`src/rtl/npc_pkg.sv`:
```
package npc_pkg;
  typedef enum logic [1:0] {
    SEL_SEQ = 2'd0,
    SEL_BR  = 2'd1,
    SEL_JMP = 2'd2,
    SEL_REG = 2'd3
  } npc_sel_e;
endpackage

```
`src/rtl/npc_fields.sv`:
```
module npc_fields #(
  parameter int XLEN     = 32,
  parameter int OFF_W    = 16,
  parameter int JFIELD_W = 26,
  parameter int ALIGN    = 2
) (
  input  logic [JFIELD_W-1:0] instr_i,
  output logic [XLEN-1:0]     off_bytes_o,
  output logic [JFIELD_W+ALIGN-1:0] jidx_bytes_o
);
  localparam int EXT_W = XLEN - OFF_W - ALIGN;

  logic [OFF_W-1:0] off_raw;

  always_comb begin
    off_raw      = instr_i[OFF_W-1:0];
    // signed offset, scaled from words to bytes
    off_bytes_o  = {{EXT_W{off_raw[OFF_W-1]}}, off_raw, {ALIGN{1'b0}}};
    jidx_bytes_o = {instr_i, {ALIGN{1'b0}}};
  end
endmodule

```
`src/rtl/npc_targets.sv`:
```
module npc_targets #(
  parameter int XLEN     = 32,
  parameter int JFIELD_W = 26,
  parameter int ALIGN    = 2
) (
  input  logic [XLEN-1:0]           pc_i,
  input  logic [XLEN-1:0]           off_bytes_i,
  input  logic [JFIELD_W+ALIGN-1:0] jidx_bytes_i,
  output logic [XLEN-1:0]           seq_o,
  output logic [XLEN-1:0]           br_o,
  output logic [XLEN-1:0]           jmp_o
);
  localparam int REGION_W = XLEN - JFIELD_W - ALIGN;
  localparam logic [XLEN-1:0] STEP = XLEN'(1 << ALIGN);

  logic [XLEN-1:0] seq;

  always_comb begin
    seq   = pc_i + STEP;
    seq_o = seq;
    br_o  = seq + off_bytes_i;
  end

  generate
    if (REGION_W > 0) begin : g_region
      assign jmp_o = {seq[XLEN-1 -: REGION_W], jidx_bytes_i};
    end else begin : g_flat
      assign jmp_o = jidx_bytes_i[XLEN-1:0];
    end
  endgenerate
endmodule

```
`src/rtl/npc_select.sv`:
```
module npc_select
  import npc_pkg::*;
#(
  parameter int XLEN = 32
) (
  input  logic            jr_i,
  input  logic            jmp_i,
  input  logic            br_i,
  input  logic [XLEN-1:0] seq_i,
  input  logic [XLEN-1:0] br_tgt_i,
  input  logic [XLEN-1:0] jmp_tgt_i,
  input  logic [XLEN-1:0] reg_tgt_i,
  output logic [XLEN-1:0] npc_o
);
  npc_sel_e sel;

  always_comb begin
    if (jr_i)       sel = SEL_REG;
    else if (jmp_i) sel = SEL_JMP;
    else if (br_i)  sel = SEL_BR;
    else            sel = SEL_SEQ;
  end

  always_comb begin
    unique case (sel)
      SEL_REG: npc_o = reg_tgt_i;
      SEL_JMP: npc_o = jmp_tgt_i;
      SEL_BR:  npc_o = br_tgt_i;
      default: npc_o = seq_i;
    endcase
  end
endmodule

```
`src/rtl/next_pc_unit.sv`:
```
module next_pc_unit #(
  parameter int XLEN     = 32,
  parameter int OFF_W    = 16,
  parameter int JFIELD_W = 26,
  parameter logic [XLEN-1:0] RESET_VEC = 32'h0040_0000
) (
  input  logic                clk,
  input  logic                rst,
  input  logic                stall,
  input  logic [JFIELD_W-1:0] instr_i,
  input  logic                br_taken_i,
  input  logic                jmp_i,
  input  logic                jr_i,
  input  logic [XLEN-1:0]     jr_addr_i,
  output logic [XLEN-1:0]     pc_o,
  output logic [XLEN-1:0]     seq_o,
  output logic [XLEN-1:0]     br_target_o,
  output logic [XLEN-1:0]     jmp_target_o,
  output logic [XLEN-1:0]     npc_o
);
  localparam int ALIGN    = 2;
  localparam int REGION_W = XLEN - JFIELD_W - ALIGN;

  logic [XLEN-1:0]           pc_q;
  logic [XLEN-1:0]           off_bytes;
  logic [JFIELD_W+ALIGN-1:0] jidx_bytes;

  npc_fields #(.XLEN(XLEN), .OFF_W(OFF_W), .JFIELD_W(JFIELD_W), .ALIGN(ALIGN)) u_fields (
    .instr_i      (instr_i),
    .off_bytes_o  (off_bytes),
    .jidx_bytes_o (jidx_bytes)
  );

  npc_targets #(.XLEN(XLEN), .JFIELD_W(JFIELD_W), .ALIGN(ALIGN)) u_targets (
    .pc_i         (pc_q),
    .off_bytes_i  (off_bytes),
    .jidx_bytes_i (jidx_bytes),
    .seq_o        (seq_o),
    .br_o         (br_target_o),
    .jmp_o        (jmp_target_o)
  );

  npc_select #(.XLEN(XLEN)) u_select (
    .jr_i      (jr_i),
    .jmp_i     (jmp_i),
    .br_i      (br_taken_i),
    .seq_i     (seq_o),
    .br_tgt_i  (br_target_o),
    .jmp_tgt_i (jmp_target_o),
    .reg_tgt_i (jr_addr_i),
    .npc_o     (npc_o)
  );

  always_ff @(posedge clk) begin
    if (rst)         pc_q <= RESET_VEC;
    else if (!stall) pc_q <= npc_o;
  end

  assign pc_o = pc_q;

  // reset vector wins over stall and selects
  a_r1_reset_vec: assert property (@(posedge clk) rst |=> pc_q == RESET_VEC);
  // PC follows the selected next address
  a_r6_advance: assert property (@(posedge clk) disable iff (rst)
    !stall |=> pc_q == $past(npc_o));
  // stall holds the PC
  a_r7_stall_hold: assert property (@(posedge clk) disable iff (rst)
    stall |=> $stable(pc_q));
  // indirect jump has top priority
  a_r5_reg_first: assert property (@(posedge clk) disable iff (rst)
    jr_i |-> npc_o == jr_addr_i);
  // direct jump beats a taken branch
  a_r5_jmp_second: assert property (@(posedge clk) disable iff (rst)
    (!jr_i && jmp_i) |-> npc_o == jmp_target_o);
  // jump region comes from the incremented PC
  a_r4_region: assert property (@(posedge clk) disable iff (rst)
    jmp_target_o[XLEN-1 -: REGION_W] == seq_o[XLEN-1 -: REGION_W]);
  // a zero offset field lands on the sequential address
  a_r3_zero_off: assert property (@(posedge clk) disable iff (rst)
    (instr_i[OFF_W-1:0] == '0) |-> br_target_o == seq_o);
endmodule

```
`config.mk`:
```
export PLATFORM = sky130hd
export DESIGN_NAME = next_pc_unit
export DESIGN_NICKNAME = d
export VERILOG_FILES = /design/src/rtl/npc_pkg.sv /design/src/rtl/npc_fields.sv /design/src/rtl/npc_targets.sv /design/src/rtl/npc_select.sv /design/src/rtl/next_pc_unit.sv
export SDC_FILE = /design/constraint.sdc
export NUM_CORES = 1
export LEC_CHECK = 0
export ABC_AREA = 1
export BUFFER_PORTS_ARGS = -buffer_cell sky130_fd_sc_hd__buf_2
export CAP_MARGIN = 20
export CORE_ASPECT_RATIO = 0.7
export CORE_MARGIN = 8
export CORE_UTILIZATION = 45
export CTS_CLUSTER_SIZE = 20
export DETAILED_ROUTE_END_ITERATION = 10
export HOLD_SLACK_MARGIN = 0.03
export MAX_ROUTING_LAYER = met4
export PLACE_DENSITY_LB_ADDON = 0.08
export SYNTH_ARGS = -nofsm -noshare
export SYNTH_HDL_FRONTEND = slang
export SYNTH_SLANG_ARGS = --single-unit
```
`constraint.sdc`:
```
create_clock -name clk -period 5.5 [get_ports clk]
set_input_delay 0.55 -clock clk [delete_from_list [all_inputs] [get_ports clk]]
set_output_delay 0.55 -clock clk [all_outputs]
set_load 0.02 [all_outputs]
```
==> flow_summary.json, run 1 <==
{
  "drt_wl_total_um": 21930,
  "yosysUniqueCellTypes": 46,
  "worstSetupPathType": "flop to primary output",
  "die_w_um": 145.6,
  "slew_headroom": 0.3127,
  "crit_path_frequent_cell": "nand2_1",
  "critPathSlowestCell": "dfxtp_1",
  "synth_warnings": 0,
  "antenna_left": 0,
  "start_util": 0.4557,
  "ios": 224,
  "detail_route.wl_per_cell_um": 17.11,
  "dieArea_um2": 15530,
  "path_buf_inv": 2,
  "drc": 0,
  "tightest_slew_ns": 1.030,
  "rows": 33,
  "final_common_cell": "nand2_1",
  "largest_reg_flops": 32,
  "synthCells": 948,
  "crit_fanout": 5,
  "grt_overflow": 0,
  "status": "completed",
  "synth_edf_count": 0,
  "final_core_util": 0.5516,
  "htreeDepth": 2,
  "synth_seq_area_share": 0.1212,
  "cts_sinks": 32,
  "num_vias": 6541,
  "final_cell_mix": "290 x nand2_1, 221 x buf_2, 167 x inv_1",
  "critical_path.max_stage_delay_ns": 0.47,
  "cts_resized": 0,
  "endpoint_kind": "primary output",
  "die_h_um": 106.7,
  "dr.pass1.iters": 5,
  "synth-main-ff-cell": "dfxtp_1",
  "final_hold_viol_count": 0,
  "maxSlewViolCount": 0,
  "diodes": 0,
  "p_leak_nw": 3.898,
  "cts_tree": "built",
  "design_area_um2": 6400,
  "setup_tns_ns": 0,
  "setup_viol": 0,
  "grt_pass1_vias": 6068,
  "port_buffers": 221,
  "grt_use_total": 0.2799,
  "p_per_area_nw_per_um2": 220.1,
  "clk_pin_slew_ns": 0.06,
  "grt_pass1_wl_um": 33790,
  "cp-start-kind": "flop",
  "worstHoldPathType": "flop to flop",
  "cp_top_family": "simple AND/OR/NAND/NOR gates",
  "syn_to_final_growth_pct": 21.04,
  "grt_max_degree": 39,
  "antenna_found_initial": 0,
  "synth_area_per_cell_um2": 5.578,
  "nNetsFinal": 1225,
  "period_minus_slack_ns": 4.387,
  "ir_drop_uv": 165.7,
  "insertion_delay_ns": 0.28,
  "synth-async-reset-ratio": 0,
  "dpl_cell_area_um2": 6228,
  "crit_chain": "nand2_1, nor2_1, nand2_1, nor4_1, nand3_1, o21a_1, ha_1, nand2_1, nor2_1, nor3b_1, nand3_1, nand4_1, nand3_1, nand2_1, nand2_1, inv_1, buf_2",
  "gp_congestion": 0.9493,
  "root_buffer": "clkbuf_16",
  "syn-cell-area_um2": 5288,
  "core_um2": 11600,
  "finalClockSkew_ns": 0.006621,
  "clock.fmax_mhz": 227.9,
  "synth_seq_cells": 32,
  "crit_required_ns": 4.95,
  "drive_gt1_frac": 0.2276,
  "drtIter0Drc": 640,
  "cts_inserted_buffers": 5,
  "dp_hpwl_um": 18730,
  "maxCapViolCount": 0,
  "cts-hold-fix-buffers": 0,
  "clockBufferDepth": 2,
  "arrival_ns": 3.84,
  "grt_setup_unrepaired": "no",
  "period_share": 0.7976,
  "vias_per_cell": 5.102,
  "post_cts_buffers": 0
}
-- worst reg2reg max path, stage by stage, from the launching register on --
cell	delay, ns
dfxtp_1	0.47
nand2_1	0.15
nor2_1	0.14
nand2_1	0.06
nor4_1	0.27
nand3_1	0.21
o21a_1	0.29
ha_1	0.38
nand2_1	0.12
nor2_1	0.21
nor3b_1	0.32
nand3_1	0.16
nand4_1	0.15
nand3_1	0.18
nand2_1	0.15
nand2_1	0.09
a21oi_1	0.12
-- through the flow --
stage	hold slack, ns	power (mW)	cells	setup slack [ns]
6_report	0.5775	1.409	1282	1.113
5_1_grt	0.6153	1.494	1282	0.6752
3_3_place_gp	0.5648	1.076	1274	1.521
3_5_place_dp	0.5662	1.074	1274	1.573
4_1_cts	0.5770	1.404	1282	1.222
2_1_floorplan	0.6279	0.8096	949	1.788
-- worst paths after layout --
check	startpoint	to	slack, ns	depth (start not counted)
min reg2reg	pc_o[25]	pc_o[25]	0.58	2
min	pc_o[25]	pc_o[25]	0.58	2
max	pc_o[16]	npc_o[24]	1.11	17
max reg2reg	pc_o[16]	pc_o[24]	1.95	16
-- area by class of cell --
class	instances	area [µm²]
Clock buffer	5	125.1
Clock inverter	3	46.29
Fill cell	1235	5202
Inverter	169	634.4
Multi-Input combinational cell	692	3628
Sequential cell	32	640.6
Tap cell	157	196.4
Timing Repair Buffer	224	1129
-- power by group --
group	leakage, nW	switching (mW)	total (mW)	internal (mW)
combinational	3.55	0.557	0.805	0.248
clock	0.0804	0.113	0.328	0.215
sequential	0.266	0.0248	0.276	0.251
total	3.90	0.694	1.41	0.714
-- synth_stat cells (all sizes together) (8+ instances only) --
library cell	number	area, µm²
ha	36	450.4
and2	17	106.4
xor2	27	236.5
inv	168	630.6
a22o	8	70.07
nor2	88	377.9
nand3	63	320.3
buf	46	327.8
o21ai	41	209.0
nand2	295	1125
clkbuf	8	43.79
nand4	23	143.9
dfxtp	32	640.6
a21oi	54	270.3
-- logic make-up (layout without fill, tap and decap cells) --
logic type | after synthesis | count (layout) | synth area share
other | 1 | 2 | 0.0007092
xor gates and xnor gates | 28 | 28 | 0.04638
AOI/OAI and AO/OA | 122 | 122 | 0.1339
adders and majority gates | 37 | 37 | 0.08897
buffers and inverters | 225 | 401 | 0.1938
and+or+nand+nor | 503 | 503 | 0.4151
DFF | 32 | 32 | 0.1212
-- per-layer routing --
layer	vias up	track usage	share of wire
met5	-	-	0
met2	281	0.4106	0.41
li1	3300	-	-
met1	2937	0.3955	0.49
met3	23	0.04670	0.086
met4	0	0.05551	0.014
(Power assumes the default switching activity.)
==> inputs of run 2 (changes only) <==
Settings changed: ABC_AREA 1 to 0.
Clock period 5.5 ns to 4.05 ns, I/O delays scaled along.
==> run 2 against run 1 <==
Effect of this change: the flow now finishes with violations (negative setup slack); total power up 46%; largest cell class unchanged; routed wire length down 2.1%; core utilization up 21 points; cell count down 20%; synthesized cell count down 36%; register-to-register slack worse by 1.7 ns; clock power up 24%; non-clock buffer count up 125.
==> flow_summary.json, run 2 <==
{
  "status": "finished with violations",
  "violations": "negative setup slack",
  "crit_path_frequent_cell": "buf_6",
  "arrival_ns": 3.79,
  "gp_congestion": 0.9309,
  "dp.cells": 980,
  "design_area_um2": 7302,
  "cp-start-kind": "flop",
  "synth_edf_count": 0,
  "syn-cell-area_um2": 4399,
  "clock.fmax_mhz": 238.5,
  "p_per_area_nw_per_um2": 282.2,
  "final_hold_viol_count": 0,
  "setup_tns_ns": -0.7080,
  "dieArea_um2": 13250,
  "grt_use_total": 0.3010,
  "synth-async-reset-ratio": 0,
  "dp_hpwl_um": 15290,
  "yosys.area.top_type": "dfxtp_1",
  "synth-main-ff-cell": "dfxtp_1",
  "endpoint_kind": "primary output",
  "synthTopCellsByCount": "64 x nand2_1, 54 x a21oi_1, 53 x nor2_1",
  "grt_max_degree": 51,
  "drive_gt1_frac": 0.5437,
  "drt_wl_total_um": 21470,
  "vias_per_cell": 5.837,
  "maxCapViolCount": 0,
  "post-place-ws_ns": 0.004392,
  "critPathSlowestCell": "a221o_1",
  "p_leak_nw": 3.725,
  "port_buffers": 221,
  "crit_required_ns": 3.64,
  "grt_pass1_vias": 5916,
  "htreeDepth": 2,
  "grt_overflow": 0,
  "antenna_found_initial": 0,
  "worstHoldPathType": "input port to flop",
  "holdWs_ns": 0.3836,
  "period_minus_slack_ns": 4.192,
  "synth_area_per_cell_um2": 7.247,
  "clockBufferDepth": 2,
  "dr.pass1.iters": 5,
  "synth_top_area_share": 0.1456,
  "setup_ws_ns": -0.1421,
  "setup_viol": 9,
  "rows": 30,
  "path_buf_inv": 4,
  "synth_seq_area_share": 0.1456,
  "maxSlewViolCount": 0,
  "yosysUniqueCellTypes": 61,
  "largest_reg_flops": 32,
  "final_common_cell": "buf_2",
  "cts_inserted_buffers": 5,
  "finalClockSkew_ns": 0.007652,
  "worstSetupPathType": "flop to primary output",
  "cts_sinks": 32,
  "drc": 0,
  "final_cell_mix": "209 x buf_2, 125 x buf_4, 56 x nand2_1",
  "diodes": 0,
  "final_cells": 1031,
  "synthCells": 607,
  "cp_top_family": "compound AO/OA/AOI/OAI gates",
  "synth.area.top_cells": "dfxtp_1 15%, ha_1 10%, xnor2_1 8.2%",
  "ios": 224,
  "synth_warnings": 0,
  "insertion_delay_ns": 0.29,
  "die_w_um": 134.2,
  "critical_path.max_stage_delay_ns": 0.40,
  "slew_headroom": 0.2604,
  "dpl_cell_area_um2": 6167,
  "ir_drop_uv": 208.7,
  "ff2ff_setup_slack_ns": 0.29,
  "syn_to_final_growth_pct": 65.98,
  "root_buffer": "clkbuf_16",
  "crit_chain": "buf_6, nand2_2, nor2_2, xor2_1, ha_1, and3_1, a221o_1, a41oi_4, a21oi_4, buf_6, buf_4, or2_4, xnor2_2, a221o_1, o21ai_2, buf_6",
  "core_um2": 9609,
  "cts_tree": "built",
  "drtIter0Drc": 476,
  "antenna_left": 0,
  "start_util": 0.4578,
  "synth.most_common_cell": "nand2_1",
  "synth_seq_cells": 32,
  "detail_route.wl_per_cell_um": 20.82,
  "grt_setup_unrepaired": "yes",
  "tightest_slew_ns": 1.109,
  "grt_pass1_wl_um": 31670,
  "nNetsFinal": 1003,
  "num_vias": 6018,
  "crit_fanout": 4,
  "clk_pin_slew_ns": 0.06,
  "die_h_um": 98.73,
  "period_share": 1.035
}
[run 2: cell count changes in the layout (fill, tap and decap cells not counted), sizes merged, moves of 16 or more]
| cell | change |
|---|---|
| nand2 | -231 |
| inv | -138 |
| buf | +125 |
| nand3 | -43 |
| xnor2 | +40 |
| nor2 | -35 |
| nand4 | -17 |
| mux2i | +16 |
| o21ai | -16 |
[run 2: through the flow]
stage	total power, mW	util
after global placement	1.451	0.6418
after global routing	2.147	0.7599
after CTS	1.944	0.7133
after floorplan	1.054	-
after detailed placement	1.460	0.6418
final	2.061	0.7599
[run 2: repair_timing]
| item | CTS | global route |
|---|---|---|
| resized for setup | 87 | 62 |
| setup endpoints to repair | 21 | 27 |
| hold endpoints to repair | 0 | 0 |
| hold buffers | 0 | 0 |
| pin swaps | 40 | 49 |
| setup buffers | 21 | 24 |
[run 2: routing by layer]
layer / track usage / share of wire / vias to the layer above
li1: - / - / 2755
met1: 0.3871 / 0.42 / 2844
met2: 0.4680 / 0.45 / 363
met3: 0.06352 / 0.10 / 56
met4: 0.08083 / 0.028 / 0
met5: - / 0 / -
[run 2: cell families after synthesis]
logic type                 after synthesis  synth area share
DFF                                     32            0.1456
AOI/OAI and AO/OA                      169            0.2708
buffers and inverters                   93            0.1109
other                                    1         0.0008524
adders and majority gates               37            0.1069
and+or+nand+nor                        203            0.2170
xor gates and xnor gates                56            0.1115
muxes                                   16           0.03640
[run 2: final cells by class]
class	instances	area [µm²]
timing repair buffer	349	2153
fill	725	2307
multi-input combinational	483	4064
clock buffer	6	138.9
tap	128	160.2
inverter	31	116.4
sequential	32	659.4
clock inverter	2	10.01
[run 2: final timing paths]
path                  from        end  depth (start not counted)
max                pc_o[3]  npc_o[20]                         16
min          jr_addr_i[30]   pc_o[30]                          3
max reg2reg        pc_o[7]   pc_o[25]                         19
min reg2reg       pc_o[25]   pc_o[25]                          2
[run 2: where the power goes]
| group | switching, mW | internal [mW] | leakage [nW] | total, mW |
|---|---|---|---|---|
| clock | 0.163 | 0.243 | 0.0766 | 0.406 |
| combinational | 0.761 | 0.531 | 3.38 | 1.29 |
| sequential | 0.0233 | 0.339 | 0.268 | 0.363 |
| total | 0.947 | 1.11 | 3.72 | 2.06 |
[run 2: tightest hold or removal path: cells and delay by family]
family | cells | cell delay, ns
AOI/OAI and AO/OA | 1 | 0.08
and+or+nand+nor | 1 | 0.06
buffers and inverters | 1 | 0.09
==> inputs of run 3 (changes only) <==
Settings changed: CORE_MARGIN 8 to 4.
==> run 3 against run 2 <==
Effect of this change: the flow still finishes with violations (negative setup slack); sequential cell count is the same; worst hold slack got worse by 0.017 ns; setup slack improved by 0.0047 ns; routed wire length increased by 2.1%; design area rose by 2.2%.
==> flow_summary.json, run 3 (synthesis results as in run 2) <==
{
  "status": "finished with violations",
  "violations": "negative setup slack",
  "syn_to_final_growth_pct": 69.62,
  "drc": 0,
  "antenna_left": 0,
  "vias_per_cell": 6.132,
  "cts_tree": "built",
  "final_hold_viol_count": 0,
  "reg2regPathDepth": 21,
  "endpoint_kind": "primary output",
  "gp_congestion": 0.9770,
  "holdWs_ns": 0.3664,
  "clockBufferDepth": 2,
  "register_area_um2": 660.6,
  "cts-hold-fix-buffers": 0,
  "p_leak_nw": 3.748,
  "detail_route.wl_per_cell_um": 21.33,
  "worstSetupPathType": "flop to primary output",
  "finalClockSkew_ns": 0.002688,
  "drt_wl_total_um": 21930,
  "maxCapViolCount": 0,
  "htreeDepth": 2,
  "dieArea_um2": 11450,
  "grt_use_total": 0.3342,
  "num_vias": 6304,
  "dp.cells": 966,
  "grt_max_degree": 51,
  "insertion_delay_ns": 0.29,
  "fillers": 655,
  "grt_overflow": 0,
  "drive_gt1_frac": 0.5586,
  "cts_inserted_buffers": 5,
  "start_util": 0.4736,
  "post-place-ws_ns": -0.1471,
  "grt_pass1_wl_um": 30580,
  "die_h_um": 90.73,
  "period_minus_slack_ns": 4.187,
  "setup_viol": 13,
  "diodes": 0,
  "port_buffers": 221,
  "setup_tns_ns": -1.025,
  "power_mw": 2.097,
  "antenna_found_initial": 0,
  "dr.pass1.iters": 8,
  "arrival_ns": 3.78,
  "slew_headroom": 0.2598,
  "final_cells": 1028,
  "largest_reg_flops": 32,
  "multi_input_area_um2": 4228,
  "hold_depth": 3,
  "final_cell_mix": "210 x buf_2, 128 x buf_4, 56 x nand2_1",
  "root_buffer": "clkbuf_16",
  "tightest_slew_ns": 1.110,
  "clock.fmax_mhz": 238.8,
  "final_common_cell": "buf_2",
  "crit_fanout": 5,
  "dp_hpwl_um": 14790,
  "ir_drop_uv": 184.2,
  "cts_sinks": 32,
  "maxSlewViolCount": 0,
  "grt_setup_unrepaired": "yes",
  "die_w_um": 126.2,
  "setup_ws_ns": -0.1374,
  "p_per_area_nw_per_um2": 281.1,
  "clk_pin_slew_ns": 0.06,
  "nNetsFinal": 1004,
  "worstHoldPathType": "input port to flop",
  "ios": 224,
  "ff2ff_setup_slack_ns": 0.05,
  "rows": 29,
  "cp-start-kind": "flop",
  "crit_required_ns": 3.64,
  "core_um2": 9289,
  "grt_pass1_vias": 5756,
  "period_share": 1.034,
  "drtIter0Drc": 710
}
## run 3: changes by cell type in the layout (fill, tap and decap cells not counted), moves of 3 or more
cell | before | now
ha_4 | 13 | 20
ha_1 | 21 | 15
buf_6 | 15 | 11
buf_4 | 125 | 128
## run 3: final cells by class
cell class / count / share of cell area
Tap cell: 124 / 0.02079
Multi-Input combinational cell: 483 / 0.5666
Sequential cell: 32 / 0.08853
Inverter: 31 / 0.01559
Clock buffer: 8 / 0.01962
Timing Repair Buffer: 350 / 0.2889
## run 3: final timing paths
check / startpoint / endpoint
min reg2reg: pc_o[31] / pc_o[31]
min: jr_addr_i[28] / pc_o[28]
max reg2reg: pc_o[7] / pc_o[30]
max: pc_o[7] / npc_o[17]
## run 3: stage by stage
| stage | utilization | instance area [µm²] |
|---|---|---|
| final | 0.8033 | 7462 |
| after global routing | 0.8033 | 7462 |
| after CTS | 0.7402 | 6875 |
| after detailed placement | 0.6553 | 6087 |
| after global placement | 0.6553 | 6087 |
| after floorplan | - | 4629 |
## run 3: power by group
group	internal, mW	total, mW	switching, mW
Clock	0.246	0.399	0.154
Sequential	0.340	0.366	0.0264
Combinational	0.549	1.33	0.783
## run 3: worst max-delay path: stages, from the launching register on
cell and delay, ns:
dfxtp_2 0.33, and4_4 0.26, nand3_4 0.10, nor2_4 0.16, buf_12 0.15, nand3_4 0.07
xnor2_2 0.19, ha_1 0.29, buf_4 0.15, buf_4 0.14, a21oi_1 0.22, a21oi_2 0.14
buf_4 0.16, a211o_1 0.32, a21oi_2 0.22, mux2i_1 0.24, o211ai_1 0.14, buf_2 0.19
## run 3: timing repair
item | CTS | global route
pin swaps | 40 | 67
resized for setup | 82 | 87
cloned | 0 | 0
buffers inserted | 34 | 26
endpoints found under the setup margin | 24 | 24
## run 3: routing by layer
metal | up-vias | track usage | part of all wire | wire (µm)
met3 | 107 | 0.05851 | 0.10 | 2217
li1 | 2758 | - | - | -
met4 | 0 | 0.1018 | 0.043 | 939
met5 | - | - | 0 | 0
met1 | 2970 | 0.4403 | 0.39 | 8620
met2 | 469 | 0.5239 | 0.46 | 10150
